--- src/rtl/wbp_pkg.sv ---
package wbp_pkg;
  typedef enum logic [2:0] {
    KIND_SNOOP   = 3'd0,
    KIND_CASTOUT = 3'd1,
    KIND_FLUSH   = 3'd2,
    KIND_CLEAN   = 3'd3,
    KIND_SINGLE  = 3'd4
  } wr_kind_e;

  typedef enum logic [1:0] {
    SRC_SNP,
    SRC_CB,
    SRC_SB
  } src_e;

  typedef enum logic [1:0] {
    ST_IDLE,
    ST_REQ,
    ST_DATA
  } drain_st_e;
endpackage

--- src/rtl/wbp_fifo.sv ---
module wbp_fifo #(
  parameter int W     = 8,
  parameter int DEPTH = 3,
  localparam int PW   = (DEPTH > 1) ? $clog2(DEPTH) : 1,
  localparam int CW   = $clog2(DEPTH + 1)
) (
  input  logic         clk,
  input  logic         rst,
  input  logic         push,
  input  logic [W-1:0] wdata,
  input  logic         pop,
  output logic [W-1:0] head,
  output logic         full,
  output logic         has
);
  logic [W-1:0]  mem [DEPTH];
  logic [PW-1:0] wr_ptr, rd_ptr;
  logic [CW-1:0] count;

  always_ff @(posedge clk) begin
    if (push) mem[wr_ptr] <= wdata;
  end

  always_ff @(posedge clk) begin
    if (rst) begin
      wr_ptr <= '0;
      rd_ptr <= '0;
      count  <= '0;
    end else begin
      if (push) wr_ptr <= (wr_ptr == PW'(DEPTH - 1)) ? '0 : wr_ptr + 1'b1;
      if (pop)  rd_ptr <= (rd_ptr == PW'(DEPTH - 1)) ? '0 : rd_ptr + 1'b1;
      case ({push, pop})
        2'b10:   count <= count + 1'b1;
        2'b01:   count <= count - 1'b1;
        default: count <= count;
      endcase
    end
  end

  assign head = mem[rd_ptr];
  assign full = (count == CW'(DEPTH));
  assign has  = (count != '0);
endmodule

--- src/rtl/wbp_snoop_slot.sv ---
module wbp_snoop_slot #(
  parameter int AW  = 32,
  parameter int BLK = 256
) (
  input  logic           clk,
  input  logic           rst,
  input  logic           push_valid,
  input  logic [AW-1:0]  push_addr,
  input  logic [BLK-1:0] push_blk,
  input  logic           pop,
  output logic           ready,
  output logic           has,
  output logic [AW-1:0]  addr_q,
  output logic [BLK-1:0] blk_q,
  output logic           stall
);
  logic valid_q;
  logic take;

  assign take  = push_valid && !valid_q;
  assign ready = !valid_q;
  assign has   = valid_q;

  always_ff @(posedge clk) begin
    if (take) begin
      addr_q <= push_addr;
      blk_q  <= push_blk;
    end
  end

  always_ff @(posedge clk) begin
    if (rst) begin
      valid_q <= 1'b0;
      stall   <= 1'b0;
    end else begin
      stall <= take;
      if (take)     valid_q <= 1'b1;
      else if (pop) valid_q <= 1'b0;
    end
  end
endmodule

--- src/rtl/wbp_drain.sv ---
module wbp_drain
  import wbp_pkg::*;
#(
  parameter int AW    = 32,
  parameter int DW    = 64,
  parameter int BEATS = 4,
  localparam int BLK  = DW * BEATS,
  localparam int BEW  = DW / 8,
  localparam int BW   = (BEATS > 1) ? $clog2(BEATS) : 1
) (
  input  logic           clk,
  input  logic           rst,
  input  logic           snp_has,
  input  logic [AW-1:0]  snp_addr,
  input  logic [BLK-1:0] snp_blk,
  input  logic           cb_has,
  input  logic [AW-1:0]  cb_addr,
  input  logic [1:0]     cb_kind,
  input  logic [BLK-1:0] cb_blk,
  input  logic           sb_has,
  input  logic [AW-1:0]  sb_addr,
  input  logic [DW-1:0]  sb_data,
  input  logic [BEW-1:0] sb_be,
  input  logic           bus_grant,
  input  logic           bus_ack,
  output logic           bus_req,
  output logic [AW-1:0]  bus_addr,
  output logic [2:0]     bus_kind,
  output logic           bus_burst,
  output logic [BEW-1:0] bus_be,
  output logic           bus_dval,
  output logic [DW-1:0]  bus_data,
  output logic           pop_snp,
  output logic           pop_cb,
  output logic           pop_sb
);
  drain_st_e      st_q;
  src_e           src_q;
  logic [BW-1:0]  beat_q;
  logic [BLK-1:0] sel_blk;
  logic [BW-1:0]  nxt_idx;
  logic [BW-1:0]  last_beat;
  logic [DW-1:0]  nxt_data;
  logic           fin;

  always_comb begin
    case (src_q)
      SRC_SNP: sel_blk = snp_blk;
      SRC_CB:  sel_blk = cb_blk;
      default: sel_blk = BLK'(sb_data);
    endcase
    nxt_idx   = (st_q == ST_REQ) ? '0 : beat_q + 1'b1;
    nxt_data  = sel_blk[int'(nxt_idx) * DW +: DW];
    last_beat = bus_burst ? BW'(BEATS - 1) : '0;
    fin       = (st_q == ST_DATA) && bus_ack && (beat_q == last_beat);
  end

  assign pop_snp = fin && (src_q == SRC_SNP);
  assign pop_cb  = fin && (src_q == SRC_CB);
  assign pop_sb  = fin && (src_q == SRC_SB);

  always_ff @(posedge clk) begin
    if (rst) begin
      st_q      <= ST_IDLE;
      src_q     <= SRC_SNP;
      beat_q    <= '0;
      bus_req   <= 1'b0;
      bus_dval  <= 1'b0;
      bus_addr  <= '0;
      bus_kind  <= 3'd0;
      bus_burst <= 1'b0;
      bus_be    <= '0;
      bus_data  <= '0;
    end else begin
      case (st_q)
        ST_IDLE: begin
          if (snp_has) begin
            src_q     <= SRC_SNP;
            bus_addr  <= snp_addr;
            bus_kind  <= KIND_SNOOP;
            bus_burst <= 1'b1;
            bus_be    <= '1;
          end else if (cb_has) begin
            src_q     <= SRC_CB;
            bus_addr  <= cb_addr;
            bus_kind  <= 3'(cb_kind) + 3'd1;
            bus_burst <= 1'b1;
            bus_be    <= '1;
          end else begin
            src_q     <= SRC_SB;
            bus_addr  <= sb_addr;
            bus_kind  <= KIND_SINGLE;
            bus_burst <= 1'b0;
            bus_be    <= sb_be;
          end
          if (snp_has || cb_has || sb_has) begin
            st_q    <= ST_REQ;
            bus_req <= 1'b1;
          end
        end
        ST_REQ: begin
          if (bus_grant) begin
            st_q     <= ST_DATA;
            bus_req  <= 1'b0;
            bus_dval <= 1'b1;
            beat_q   <= '0;
            bus_data <= nxt_data;
          end
        end
        default: begin
          if (bus_ack) begin
            if (fin) begin
              st_q     <= ST_IDLE;
              bus_dval <= 1'b0;
            end else begin
              beat_q   <= beat_q + 1'b1;
              bus_data <= nxt_data;
            end
          end
        end
      endcase
    end
  end
endmodule

--- src/rtl/wbuf_pool.sv ---
module wbuf_pool #(
  parameter int AW       = 32,
  parameter int DW       = 64,
  parameter int BEATS    = 4,
  parameter int CB_DEPTH = 3,
  parameter int SB_DEPTH = 2,
  localparam int BLK     = DW * BEATS,
  localparam int BEW     = DW / 8,
  localparam int CB_W    = 2 + AW + BLK,
  localparam int SB_W    = AW + DW + BEW
) (
  input  logic           clk,
  input  logic           rst,
  input  logic           snp_push_valid,
  input  logic [AW-1:0]  snp_push_addr,
  input  logic [BLK-1:0] snp_push_data,
  output logic           snp_ready,
  output logic           lsu_stall,
  input  logic           cb_valid,
  input  logic [1:0]     cb_kind,
  input  logic [AW-1:0]  cb_addr,
  input  logic [BLK-1:0] cb_data,
  output logic           cb_full,
  input  logic           sb_valid,
  input  logic [AW-1:0]  sb_addr,
  input  logic [DW-1:0]  sb_data,
  input  logic [BEW-1:0] sb_be,
  output logic           sb_full,
  output logic           bus_req,
  input  logic           bus_grant,
  output logic [AW-1:0]  bus_addr,
  output logic [2:0]     bus_kind,
  output logic           bus_burst,
  output logic [BEW-1:0] bus_be,
  output logic           bus_dval,
  output logic [DW-1:0]  bus_data,
  input  logic           bus_ack
);
  logic           snp_has, cb_has, sb_has;
  logic           pop_snp, pop_cb, pop_sb;
  logic [AW-1:0]  snp_addr_q;
  logic [BLK-1:0] snp_blk_q;
  logic [CB_W-1:0] cb_head;
  logic [SB_W-1:0] sb_head;

  wbp_snoop_slot #(.AW(AW), .BLK(BLK)) snoop_i (
    .clk(clk), .rst(rst),
    .push_valid(snp_push_valid), .push_addr(snp_push_addr), .push_blk(snp_push_data),
    .pop(pop_snp), .ready(snp_ready), .has(snp_has),
    .addr_q(snp_addr_q), .blk_q(snp_blk_q), .stall(lsu_stall)
  );

  wbp_fifo #(.W(CB_W), .DEPTH(CB_DEPTH)) cbq_i (
    .clk(clk), .rst(rst),
    .push(cb_valid && !cb_full), .wdata({cb_kind, cb_addr, cb_data}),
    .pop(pop_cb), .head(cb_head), .full(cb_full), .has(cb_has)
  );

  wbp_fifo #(.W(SB_W), .DEPTH(SB_DEPTH)) sbq_i (
    .clk(clk), .rst(rst),
    .push(sb_valid && !sb_full), .wdata({sb_addr, sb_data, sb_be}),
    .pop(pop_sb), .head(sb_head), .full(sb_full), .has(sb_has)
  );

  wbp_drain #(.AW(AW), .DW(DW), .BEATS(BEATS)) drain_i (
    .clk(clk), .rst(rst),
    .snp_has(snp_has), .snp_addr(snp_addr_q), .snp_blk(snp_blk_q),
    .cb_has(cb_has), .cb_addr(cb_head[BLK +: AW]), .cb_kind(cb_head[CB_W-1 -: 2]),
    .cb_blk(cb_head[BLK-1:0]),
    .sb_has(sb_has), .sb_addr(sb_head[SB_W-1 -: AW]), .sb_data(sb_head[BEW +: DW]),
    .sb_be(sb_head[BEW-1:0]),
    .bus_grant(bus_grant), .bus_ack(bus_ack),
    .bus_req(bus_req), .bus_addr(bus_addr), .bus_kind(bus_kind), .bus_burst(bus_burst),
    .bus_be(bus_be), .bus_dval(bus_dval), .bus_data(bus_data),
    .pop_snp(pop_snp), .pop_cb(pop_cb), .pop_sb(pop_sb)
  );
endmodule

--- config.mk ---
export PLATFORM = sky130hd
export DESIGN_NAME = wbuf_pool
export DESIGN_NICKNAME = d
export VERILOG_FILES = /design/src/rtl/wbp_pkg.sv /design/src/rtl/wbp_fifo.sv /design/src/rtl/wbp_snoop_slot.sv /design/src/rtl/wbp_drain.sv /design/src/rtl/wbuf_pool.sv
export SDC_FILE = /design/constraint.sdc
export NUM_CORES = 2
export LEC_CHECK = 0
export ABC_CLOCK_PERIOD_IN_PS = 43700
export BUFFER_PORTS_ARGS = -buffer_cell sky130_fd_sc_hd__buf_2
export CAP_MARGIN = 0
export CORE_MARGIN = 8
export CORE_UTILIZATION = 60
export CTS_BUF_LIST = sky130_fd_sc_hd__clkbuf_4
export DETAILED_ROUTE_END_ITERATION = 8
export GPL_TIMING_DRIVEN = 0
export PLACE_DENSITY = 0.83
export SLEW_MARGIN = 5
export SYNTH_ARGS = -nofsm -noshare
export SYNTH_HDL_FRONTEND = slang
export SYNTH_SLANG_ARGS = --single-unit
--- constraint.sdc ---
create_clock -name clk -period 43.7 [get_ports clk]
set_input_delay 0 -clock clk [delete_from_list [all_inputs] [get_ports clk]]
set_output_delay 0 -clock clk [all_outputs]
set_load 0.03 [all_outputs]
==> results of run 1 <==
[Yosys cell counts (all sizes together) (3+ instances only)]
master	instances
a211oi	34
a21o	9
a21oi	171
a221o	29
a221oi	33
a22oi	37
a2bb2oi	10
a31o	3
a31oi	28
a32oi	5
and2	4
buf	114
clkbuf	104
dfxtp	131
edfxtp	1366
ha	3
inv	7
mux2	42
mux2i	358
mux4	53
nand2	277
nand2b	7
nand3	35
nor2	113
nor2b	20
nor3	32
nor4	3
o2111ai	14
o211ai	19
o21ai	326
o22a	3
o22ai	39
o2bb2ai	3
o32ai	3
or2	5
or3	11
xnor2	4
xor2	4
[through the flow]
step / hold slack, ns / std cells / util (%)
after detailed placement: 0.178 / 5667 / 67.7
after floorplan: 0.0989 / 3481 / -
after global placement: 0.177 / 5548 / 66.2
[logic make-up after synthesis]
family | synth area share, %
compound gates | 8.27
xor+xnor | 0.123
buf+inv | 1.98
flops | 76.5
fa+ha+maj | 0.0658
mux | 9.20
simple gates | 3.86
==> flow_summary.ini, run 1 <==
[status]
status = stopped before the end
failed_stage = clock tree synthesis (4_1_cts)
first-error = [ERROR RSZ-0060] Max buffer count reached.

[place]
portBuffers = 802
place_area_mm2 = 0.0641
dp_hpwl_um = 147000
pre_cts_ws_ns = 39.47
place_congestion = 0.951

[synth]
synth-seq-cells = 1497
synth_edf_count = 1366
ys.flop_type = edfxtp_1
yosysSeqAreaShare_pct = 76.5
async_reset_ff_share_pct = 0
synth_top_area_share_pct = 71.9
synthCells = 3481
synth.distinct_cells = 66
yosysTopAreaCell = edfxtp_1
synth_area_leaders = edfxtp_1, mux2i_1, dfxtp_1, o21ai_0, mux4_2
syn_area_per_cell_um2 = 16.4
synth.cell_area_mm2 = 0.0571
syn_nets = 4173
yosysWarnings = 0

[floorplan]
rows = 113
io_pins = 803
die_h_um = 324
die_w_um = 324
start_util_pct = 60.3

[clock_network]
cts.htree.levels = 5
clockBufferDepth = 4
postCtsSetupBuffers = 0
numCtsBuffers = 381
cts_hold_buf = 1267
root_buffer = clkbuf_4
post_cts_resized = 0
cts.sinks = 1497
==> run 2, diff against run 1 <==
Settings changed: CORE_UTILIZATION 60 to 40, CTS_BUF_LIST sky130_fd_sc_hd__clkbuf_4 to not set, PLACE_DENSITY 0.83 to not set, PLACE_DENSITY_LB_ADDON set to 0.15.
==> run 2 against run 1 <==
  * The run now ends clean
  * Synthesized area unchanged
  * Synthesized cell count did not move
==> flow_summary.ini, run 2 <==
[grt]
overflow = 0
grt_util_met1_pct = 36.5
grt_pass1_vias = 43400
grt_usage_pct = 28.0
grt_max_degree = 49
grt_pass1_wl_um = 314000
top_usage_layer = met2
grt_use_met3_pct = 6.78
use_met2_pct = 45.9
antenna_found_initial = 79

[sta]
fin_hold_ws_ns = 0.0217
slew_violations = 0
fmax_ghz = 0.216
relSlewSlack_pct = 5.64
finalSetupViolCount = 0
finClkSkew_ns = 0.0358
fin_crit_ns = 4.62
timing.final.crit_share_pct = 10.6
fin_tns_setup_ns = 0
hold_viol = 0
tightest_slew_ns = 1.42
rsz0062_at_grt = no

[run]
maxCapViolations = 0

[floorplan]
io_pins = 803
coreArea_mm2 = 0.142
die_h_um = 394
die_w_um = 394
rows = 138
die_area_mm2 = 0.155
start_util_pct = 40.3

[synth]
yosys.area_share.xor_xnor_pct = 0.123
ys.flop_type = edfxtp_1
synth.cell_area_mm2 = 0.0571
synth-seq-cells = 1497
synth_common_cells = edfxtp_1, mux2i_1, o21ai_0, nand2_1, a21oi_1
synth_top_family_by_area = multiplexers
yosys.area_share.simple_pct = 3.86
syn_nets = 4173
synth_mux_area_share_pct = 9.20
synth_area_leaders = edfxtp_1, mux2i_1, dfxtp_1, o21ai_0, mux4_2
synthCells = 3481
synth.distinct_cells = 66
synth_compound_area_share_pct = 8.27
synthAdderAreaFrac_pct = 0.0658
yosys.cell_count.top_type = edfxtp_1
async_reset_ff_share_pct = 0
synth_edf_count = 1366
yosysWarnings = 0
yosysTopAreaCell = edfxtp_1
synth_top_area_share_pct = 71.9
syn_area_per_cell_um2 = 16.4
yosysSeqAreaShare_pct = 76.5

[clock_network]
cts.htree.levels = 4
cts_tree = yes
cts.sinks = 1497
root_buffer = clkbuf_16
worstSkewPairLatency_ns = 0.79
clk_pin_slew_ns = 0.06
clockBufferDepth = 3
numCtsBuffers = 161
postCtsSetupBuffers = 0

[setup_path]
r2r_slack_ns = 39.08
arrival_ns = 5.29
path_cells = buf_2 -> buf_2 -> nand2_1 -> clkbuf_1 -> o22ai_1 -> a21oi_1 -> o21ai_0 -> nand3_1 -> o211a_1
reg2regPathDepth = 9
crit_top_cell = buf_2
cp-end-kind = flop
reg2reg_to = drain_i.bus_data[62]
path_class = flop to flop
crit_fanout = 10
slowest_delay_ns = 1.04
worstPathRequired_ns = 44.37
cp-start-kind = flop
cpMaxStageDelayCell = dfxtp_1

[layout]
drive_gt1_share_pct = 23.3
largest_register_ffs = 870
nets = 6557
regArea_mm2 = 0.0436
multi_input_area_mm2 = 0.0123
syn2layout_area_growth_pct = 46.2
layout_common_cells = edfxtp_1, dlygate4sd3_1, buf_2
top_regs = cbq_i.mem x870, snoop_i.blk_q x256, sbq_i.mem x208
layout_commonest_cell = edfxtp_1
top_register = cbq_i.mem
fillers = 11200

[min_path]
hold_depth = 2
whs_endpoint = snoop_i.blk_q[154]
hold_start = snp_push_data[154]
hp-class = primary input to flop

[status]
status = finished, final reports clean

[detailed_routing]
via_per_inst = 5.34
wl_um = 225000
drtIter0Drc = 3894
firstDrtPassIters = 6
drcViolationCount = 0
vias = 42500
wl_per_cell_um = 28.2
ant_nets = 0

[pwr]
ir_drop_uv = 34.8
p_leak_nw = 29.8
power_density_mw_per_mm2 = 43.3

[place]
dp_hpwl_um = 161000
place_congestion = 0.852
portBuffers = 802
run 2: cell counts after synthesis:
No cell type changed its count.
run 2: cell families after synthesis:
family	Yosys count
AO/OA/AOI/OAI	780
XOR/XNOR	8
buffers and inverters	226
multiplexers	453
adder cells (fa/ha/maj)	3
AND/OR/NAND/NOR	514
flip-flops	1497
run 2: area by class of cell:
cell class | instances | share of cell area (%)
Timing Repair Buffer | 2221 | 22.1
Buffer | 218 | 1.32
Clock inverter | 91 | 1.10
Multi-Input combinational cell | 1758 | 14.8
Tap cell | 1890 | 2.84
Antenna cell | 64 | 0.192
Sequential cell | 1497 | 52.3
Inverter | 8 | 0.0360
Clock buffer | 210 | 5.32
run 2: how the worst max path moves through the flow:
stage	startpoint	end
after detailed placement	flop	drain_i.bus_kind[2]
after global placement	cbq_i.count[0]	cbq_i.mem[1][181]
after CTS	flop	drain_i.bus_kind[2]
final	flop	drain_i.bus_data[62]
after floorplan	cbq_i.count[0]	cbq_i.mem[1][0]
after global routing	flop	drain_i.bus_kind[2]
run 2: critical path: cells and delay by family, from the launching register on:
family / cells / cell delay, ns
buffers and inverters: 3 / 1.67
and+or+nand+nor: 2 / 0.63
DFF: 1 / 1.04
AOI/OAI and AO/OA: 4 / 1.15
run 2: power breakdown:
| part | switching, mW | internal [mW] | total [mW] |
|---|---|---|---|
| Combinational | 0.332 | 0.213 | 0.545 |
| Clock | 0.584 | 0.792 | 1.38 |
| Sequential | 0.0268 | 1.66 | 1.69 |
run 2: per-stage QoR:
stage	power (mW)	area (µm²)	cells	utilization (%)	worst slack, ns
detailed placement	2.16	65000	6304	45.9	39.08
floorplan	1.96	57100	3481	-	20.35
CTS	3.62	83200	7892	58.8	39.07
finish	3.61	83400	7957	58.9	39.08
global route	3.71	83300	7933	58.9	39.08
global placement	2.21	63400	6173	44.8	0.943
run 2: timing repair:
action                     CTS  global route
hold buffers              1287             1
gates resized for setup      0             0
hold endpoints to repair  1502             1
run 2: layer usage:
layer,vias up,part of all wire (%)
li1,18500,-
met1,21400,40
met2,2101,47
met3,402,8.5
met4,24,3.7
met5,-,0.073
Power figures use the tool's default switching activity.
